==> src/rtl/dma_arb_pkg.sv <==
package dma_arb_pkg;
  localparam int N_CH  = 4;
  localparam int IDX_W = $clog2(N_CH);

  typedef enum logic [1:0] {
    MODE_FIX_A  = 2'b00,
    MODE_FIX_B  = 2'b01,
    MODE_FIX_C  = 2'b10,
    MODE_ROTATE = 2'b11
  } arb_mode_e;

  typedef logic [IDX_W-1:0]            ch_idx_t;
  typedef logic [N_CH-1:0][IDX_W-1:0]  rank_t;
endpackage

==> src/rtl/arb_rank_gen.sv <==
module arb_rank_gen
  import dma_arb_pkg::*;
(
  input  logic [1:0] mode_i,
  input  ch_idx_t    base_i,
  output rank_t      rank_o
);
  // entry 0 is highest rank
  localparam rank_t RANK_A = {2'd3, 2'd2, 2'd1, 2'd0};
  localparam rank_t RANK_B = {2'd1, 2'd3, 2'd2, 2'd0};
  localparam rank_t RANK_C = {2'd3, 2'd1, 2'd0, 2'd2};

  always_comb begin
    rank_o = RANK_A;
    unique case (mode_i)
      MODE_FIX_A: rank_o = RANK_A;
      MODE_FIX_B: rank_o = RANK_B;
      MODE_FIX_C: rank_o = RANK_C;
      default: begin
        for (int i = 0; i < N_CH; i++) rank_o[i] = base_i + ch_idx_t'(i);
      end
    endcase
  end
endmodule

==> src/rtl/arb_pick.sv <==
module arb_pick
  import dma_arb_pkg::*;
(
  input  logic [N_CH-1:0] req_i,
  input  rank_t           rank_i,
  output logic [N_CH-1:0] win_o
);
  logic    found;
  ch_idx_t idx;

  always_comb begin
    found = 1'b0;
    idx   = '0;
    for (int i = 0; i < N_CH; i++) begin
      if (!found && req_i[rank_i[i]]) begin
        found = 1'b1;
        idx   = rank_i[i];
      end
    end
    win_o = '0;
    if (found) win_o[idx] = 1'b1;
  end
endmodule

==> src/rtl/arb_rot_state.sv <==
module arb_rot_state
  import dma_arb_pkg::*;
(
  input  logic    clk_i,
  input  logic    rst_ni,
  input  logic    adv_i,
  input  ch_idx_t served_i,
  output ch_idx_t base_nxt_o
);
  ch_idx_t base_q;

  assign base_nxt_o = adv_i ? served_i + ch_idx_t'(1) : base_q;

  always_ff @(posedge clk_i or negedge rst_ni) begin
    if (!rst_ni) base_q <= '0;
    else         base_q <= base_nxt_o;
  end
endmodule

==> src/rtl/dma_prio_arb.sv <==
module dma_prio_arb
  import dma_arb_pkg::*;
(
  input  logic            clk_i,
  input  logic            rst_ni,
  input  logic [N_CH-1:0] req_i,
  input  logic [1:0]      mode_i,
  input  logic            enable_i,
  input  logic            addr_err_i,
  input  logic            nmi_i,
  input  logic            unit_done_i,
  output logic [N_CH-1:0] gnt_o,
  output logic            gnt_valid_o
);
  logic [N_CH-1:0] gnt_q, gnt_d, win;
  ch_idx_t         served, base_nxt;
  rank_t           rank;
  logic            blocked, busy, unit_end;

  assign busy     = |gnt_q;
  assign unit_end = busy & unit_done_i;
  assign blocked  = ~enable_i | addr_err_i | nmi_i;

  always_comb begin
    served = '0;
    for (int i = 0; i < N_CH; i++) if (gnt_q[i]) served = ch_idx_t'(i);
  end

  arb_rot_state u_rot (
    .clk_i      (clk_i),
    .rst_ni     (rst_ni),
    .adv_i      (unit_end),
    .served_i   (served),
    .base_nxt_o (base_nxt)
  );

  arb_rank_gen u_rank (
    .mode_i (mode_i),
    .base_i (base_nxt),
    .rank_o (rank)
  );

  arb_pick u_pick (
    .req_i  (req_i),
    .rank_i (rank),
    .win_o  (win)
  );

  always_comb begin
    if (blocked)                   gnt_d = '0;
    else if (busy && !unit_done_i) gnt_d = gnt_q;
    else                           gnt_d = win;
  end

  always_ff @(posedge clk_i or negedge rst_ni) begin
    if (!rst_ni) gnt_q <= '0;
    else         gnt_q <= gnt_d;
  end

  assign gnt_o       = gnt_q;
  assign gnt_valid_o = busy;
endmodule

==> config.mk <==
export PLATFORM = sky130hd
export DESIGN_NAME = dma_prio_arb
export DESIGN_NICKNAME = d
export VERILOG_FILES = /design/src/rtl/dma_arb_pkg.sv /design/src/rtl/arb_rank_gen.sv /design/src/rtl/arb_pick.sv /design/src/rtl/arb_rot_state.sv /design/src/rtl/dma_prio_arb.sv
export SDC_FILE = /design/constraint.sdc
export NUM_CORES = 1
export LEC_CHECK = 0
export ABC_CLOCK_PERIOD_IN_PS = 3500
export CAP_MARGIN = 20
export CORE_MARGIN = 2
export CORE_UTILIZATION = 50
export DETAILED_ROUTE_END_ITERATION = 8
export GPL_ROUTABILITY_DRIVEN = 1
export PLACE_DENSITY_LB_ADDON = 0.25
export SYNTH_ARGS = -nofsm -noshare
export SYNTH_HDL_FRONTEND = slang
export SYNTH_SLANG_ARGS = --single-unit
==> constraint.sdc <==
create_clock -name clk_i -period 3.5 [get_ports clk_i]
set_clock_uncertainty 0.2 [all_clocks]
set_input_delay 1.05 -clock clk_i [delete_from_list [all_inputs] [get_ports clk_i]]
set_output_delay 1.05 -clock clk_i [all_outputs]
set_load 0.01 [all_outputs]
# Word level (Yosys, flattened, before mapping)
# Index checks and enable logic that the tools add are counted.
# word_totals
ff_bits	6
inputBits	12
output_inout_bits	5
# classes
addsub	4
magnitude_cmp	6
n_eq_ne	3
n_mux	26
bitwise_logic	4
reduce_logical	11
# ops
operator	count
8-bit one-hot mux with 3 select lines	1
2-bit by 3-bit less-than comparator with 1-bit output (second input constant)	5
2-bit 2-to-1 mux	7
4-bit 2-to-1 mux	3
1-bit 2-to-1 mux	10
1-bit binary-select mux with 2-bit select	4
1-bit logical AND	5
2-bit by 1-bit adder with 2-bit output (second input constant)	2
2-bit adder (second input constant)	2
1-bit zero test	4
4-bit OR reduction	1
1-bit demux with 2-bit select	1
2-bit by 1-bit equality test with 1-bit output (second input constant)	1
2-bit equality test (second input constant)	1
2-bit by 1-bit >= comparator with 1-bit output (second input constant)	1
2-bit zero test	1
2-bit inequality test (second input constant)	1
1-bit OR	2
1-bit bitwise AND	1
1-bit inverter	1

# Longest topological paths before layout
# logic_depth
word_depth	26
ltp_mapped	10

# By module
# Synthesis repeated with hierarchy kept, for this count alone.
# hier_totals
cells_unflattened	89
area_unflattened_um2	819.5
# modules_own_cells
mod	instances	cells_per_inst	area_each_um2
arb_pick	1	39	359.1
dma_prio_arb	1	24	226.5
arb_rank_gen	1	19	152.6
arb_rot_state	1	7	81.3

# Least setup slack after synthesis
# OpenSTA, ideal clock, no wires.
# synth_path
kind	input to register
startpoint	input mode_i[0]
endpoint	register gnt_q[2], in the netlist gnt_o[2]
arrival_time_ps	3347
setup_slack_ps	-168
cell_stages	8
cell_sequence	ha_1 buf_1 or3_1 and2_4 mux4_2 or4_4 o221a_1 a32o_2
# synth_via
elab_chain_cells	21
word_cells_on_any_way	34
classes_between	2 x order compare; 2 x eq/ne; 22 x mux; 8 x reduce/logical
# synth_lines
item	line_no	rtl
from (decl)	dma_prio_arb.sv:7	input logic [1:0] mode_i,
2-bit equality test (tied with other cells)	arb_rank_gen.sv:15	unique case (mode_i)
8-bit one-hot mux with 3 select lines (*)	arb_rank_gen.sv:15	
1-bit binary-select mux with 2-bit select	arb_pick.sv:15	if (!found && req_i[rank_i[i]]) begin
1-bit 2-to-1 mux (not written as such)	arb_pick.sv:15	
1-bit 2-to-1 mux	arb_pick.sv:15	
1-bit zero test	arb_pick.sv:15	
1-bit logical AND	arb_pick.sv:15	
1-bit 2-to-1 mux	arb_pick.sv:15	
(+5 left out)	--	
2-bit 2-to-1 mux	arb_pick.sv:15	
2-bit by 3-bit less-than comparator with 1-bit output (not written as such) / 2-bit by 1-bit >= comparator with 1-bit output (equally long branches)	arb_pick.sv:21	if (found) win_o[idx] = 1'b1;
1-bit logical AND (not written as such)	arb_pick.sv:21	
1-bit 2-to-1 mux (not written as such)	arb_pick.sv:21	
1-bit demux with 2-bit select	--	
4-bit 2-to-1 mux (*)	arb_pick.sv:21	
4-bit 2-to-1 mux (*)	dma_prio_arb.sv:51	else if (busy && !unit_done_i) gnt_d = gnt_q;
4-bit 2-to-1 mux (*)	dma_prio_arb.sv:50	if (blocked) gnt_d = '0;
to (signal assigned)	dma_prio_arb.sv:57	else gnt_q <= gnt_d;
to (decl)	dma_prio_arb.sv:15	logic [N_CH-1:0] gnt_q, gnt_d, win;
# Every way passes the cells marked *; elsewhere a longest branch is shown, timed or not. The select of a mux whose other input is x is not followed.
# A chain may end at the register's enable or synchronous reset.

# Worst setup path after layout
# layout_path
startpoint	input mode_i[1]
endpoint	register gnt_q[2], in the netlist gnt_o[2]
# The elaborated chain is that of the path after synthesis.

==> out/results.ini <==
[run]
drv_cap = 0

[sta]
hold_viol = 0
hold_ws_ns = 0.404
relSlewSlack_pct = 64.2
setup_viol = 0
rsz0062_at_grt = false
tightest_slew_ns = 0.533
period_share_pct = 97.4
finalCriticalPeriod_ns = 3.41
timing.fmax_mhz = 293
layout_setup_ws_ns = 0.0917
slew_violations = 0

[placed_design]
dp_hpwl_um = 2030
portBuffers = 16
gp_congestion = 0.867
pre_cts_ws_ns = -0.627

[critical_path]
crit_family = simple AND/OR/NAND/NOR gates
arrival_ns = 3.34
start_kind = input pin
crit_path_max_incr_delay_ns = 0.55
slowest_stage = or4_4
crit_buf_inv = 2
endpoint_kind = register
crit_path_cell_trace = buf_4, inv_1, ha_2, or3_4, and2_4, mux4_2, or4_4, o2111ai_2, a32oi_2, a32o_2
crit_type = in2reg
cp.required_ns = 3.44
critical_path_peak_fanout = 4

[floorplanning]
placeableCoreArea_um2 = 1670
die_width_um = 45.6
start_util_pct = 51.8
fp-row-count = 15
die_h_um = 45.6
num_io_pins = 17
die_area_um2 = 2080

[power]
switching_share_pct = 36.7
internal_power_mw = 0.216
p_sw_mw = 0.125
power_density_nw_per_um2 = 262
p_comb_share_pct = 57.1
seqPwrFrac_pct = 23.3
clkPwrFrac_pct = 19.6
irDropWorstVdd_mv = 0.162
p_leak_nw = 0.578

[cells_and_area]
diodes = 0
drive_gt1_share_pct = 43.6
syn_to_final_growth_pct = 50.1
final_nets = 158
layout.filler_cells = 134

[clock_network]
cts_tree = yes
clock_latency_ns = 0.26
cts_hold_buf = 0
h-tree-depth = 1
cts_sinks = 6
cts_buffers = 3
clockBufferDepth = 2
path_clk_slew_ns = 0.05
cts_root_buffer = clkbuf_4

[synth]
synth-main-ff-cell = dfrtp_1
synth_edf_count = 0
synth.distinct_cells = 52
synth_area_um2 = 866
ys_seq_area_share_pct = 17.3
synth_seq_cells = 6
avgSynthCellArea_um2 = 9.02
synth_fp_nets = 112
yosys_warnings = 0
synthCells = 96
synth-async-reset-ratio_pct = 100

[routing]
avgViaCountPerCell = 6.13
drt_iter0_drc = 24
drc = 0
drt-pass1-iter-count = 4
vias = 962
wl_per_cell_um = 16.1
drtAntennaViolNets = 0
wirelength_um = 2530

[global_route]
overflow = 0
grt_pass1_wl_um = 4110
grt.total_usage_pct = 27.7
grt_pass1_vias = 994
antenna_found_initial = 0
grt_max_degree = 9

[status]
run_status = finished clean

[worst_hold_path]
hold_path_class = reg2reg

power by group through the flow:
stage,Sequential [mW],Combinational (mW),Clock (mW)
after floorplan,0.0800,0.110,0
after global placement,0.0802,0.178,0
after detailed placement,0.0806,0.182,0
after CTS,0.0795,0.187,0.0681
final,0.0794,0.195,0.0669
after global routing,0.0797,0.208,0.0720
Yosys cell counts, drive strengths merged (2+ instances only):
library cell / n / area, um^2
nor2b: 6 / 37.5
and2: 2 / 15.0
nor3: 3 / 15.0
nand3: 2 / 15.0
mux2i: 3 / 42.5
o21ai: 4 / 20.0
nor2: 2 / 7.51
o221ai: 2 / 23.8
o31ai: 5 / 37.5
a21oi: 4 / 23.8
nand2b: 5 / 38.8
nor3b: 2 / 15.0
a32o: 3 / 31.3
nand2: 7 / 26.3
ha: 4 / 50.1
inv: 5 / 18.8
buf: 3 / 20.0
dfrtp: 6 / 150
and3: 2 / 13.8
or3: 2 / 12.5
mux2: 5 / 56.3
registers in the layout, indices dropped and copies added (netlist names):
register and flops:
u_rot.base_q 2, gnt_o 4
timing repair:
action                     in CTS  in global routing
resized for setup              14                  8
pin swaps                       2                  7
setup endpoints to repair       4                  4
gates cloned                    0                  0
buffers inserted                0                  2
metal layers:
metal,wire [um],global-route usage [%]
met1,957,28.2
met2,1390,53.5
met3,76,2.38
met4,109,15.9
met5,0,0
through the flow:
step           TNS [ns]  std cells  power [mW]  instance area, um^2  util (%)
3_3_place_gp      -2.19        152       0.259                 1250      74.6
3_5_place_dp      -2.36        152       0.263                 1250      74.6
2_1_floorplan  -0.00455         96       0.190                  901         -
5_1_grt               0        157       0.360                 1300      77.8
6_report              0        157       0.341                 1300      77.8
4_1_cts               0        155       0.334                 1280      76.4
tightest hold or removal path: stages, from the launching register on:
cell and delay [ns]:
dfrtp_1 0.42, nand2_1 0.09, o31ai_2 0.06
kinds of logic after synthesis:
family / share of synthesized area (%)
simple gates: 26.6
flops: 17.3
fa+ha+maj: 5.78
compound gates: 30.8
buf+inv: 4.48
xor+xnor: 1.01
mux: 14.0
area by class of cell:
cell class | count | area [um^2] | share of cell area, %
clock buffer | 3 | 22.5 | 1.73
inverter | 5 | 18.8 | 1.44
timing repair buffer | 44 | 358 | 27.5
multi-input combinational | 82 | 729 | 56.1
tap | 17 | 21.3 | 1.64
sequential | 6 | 150 | 11.5
cells in the final DEF, fill, tap and decap left out, drive strengths merged, types with 2 or more instances in the layout:
master / Yosys / layout
nand2b: 5 / 5
nor3: 3 / 3
nor3b: 2 / 2
inv: 5 / 5
and2: 2 / 2
nor2: 2 / 2
o31ai: 5 / 5
clkdlybuf4s50: 0 / 13
ha: 4 / 4
nor2b: 6 / 6
buf: 3 / 31
a21oi: 4 / 4
or3: 2 / 2
and3: 2 / 2
o21ai: 4 / 4
a32o: 3 / 3
mux2i: 3 / 3
mux2: 5 / 5
dfrtp: 6 / 6
nand3: 2 / 2
clkbuf: 0 / 3
o221ai: 2 / 2
nand2: 7 / 7
final timing paths:
check | start | to | slack (ns) | cells after the start
setup / recovery | mode_i[1] | gnt_o[2]$_DFFE_PN0P_ | 0.09 | 10
hold / removal | gnt_o[1]$_DFFE_PN0P_ | gnt_o[1]$_DFFE_PN0P_ | 0.40 | 2
setup reg to reg | gnt_o[3]$_DFFE_PN0P_ | gnt_o[0]$_DFFE_PN0P_ | 0.53 | 8
hold reg to reg | gnt_o[1]$_DFFE_PN0P_ | gnt_o[1]$_DFFE_PN0P_ | 0.40 | 2
max in group asynchronous | rst_ni | gnt_o[2]$_DFFE_PN0P_ | 2.06 | 1
min in group asynchronous | rst_ni | u_rot.base_q[0]$_DFF_PN0_ | 0.82 | 1
Power figures use the tool's default switching activity.
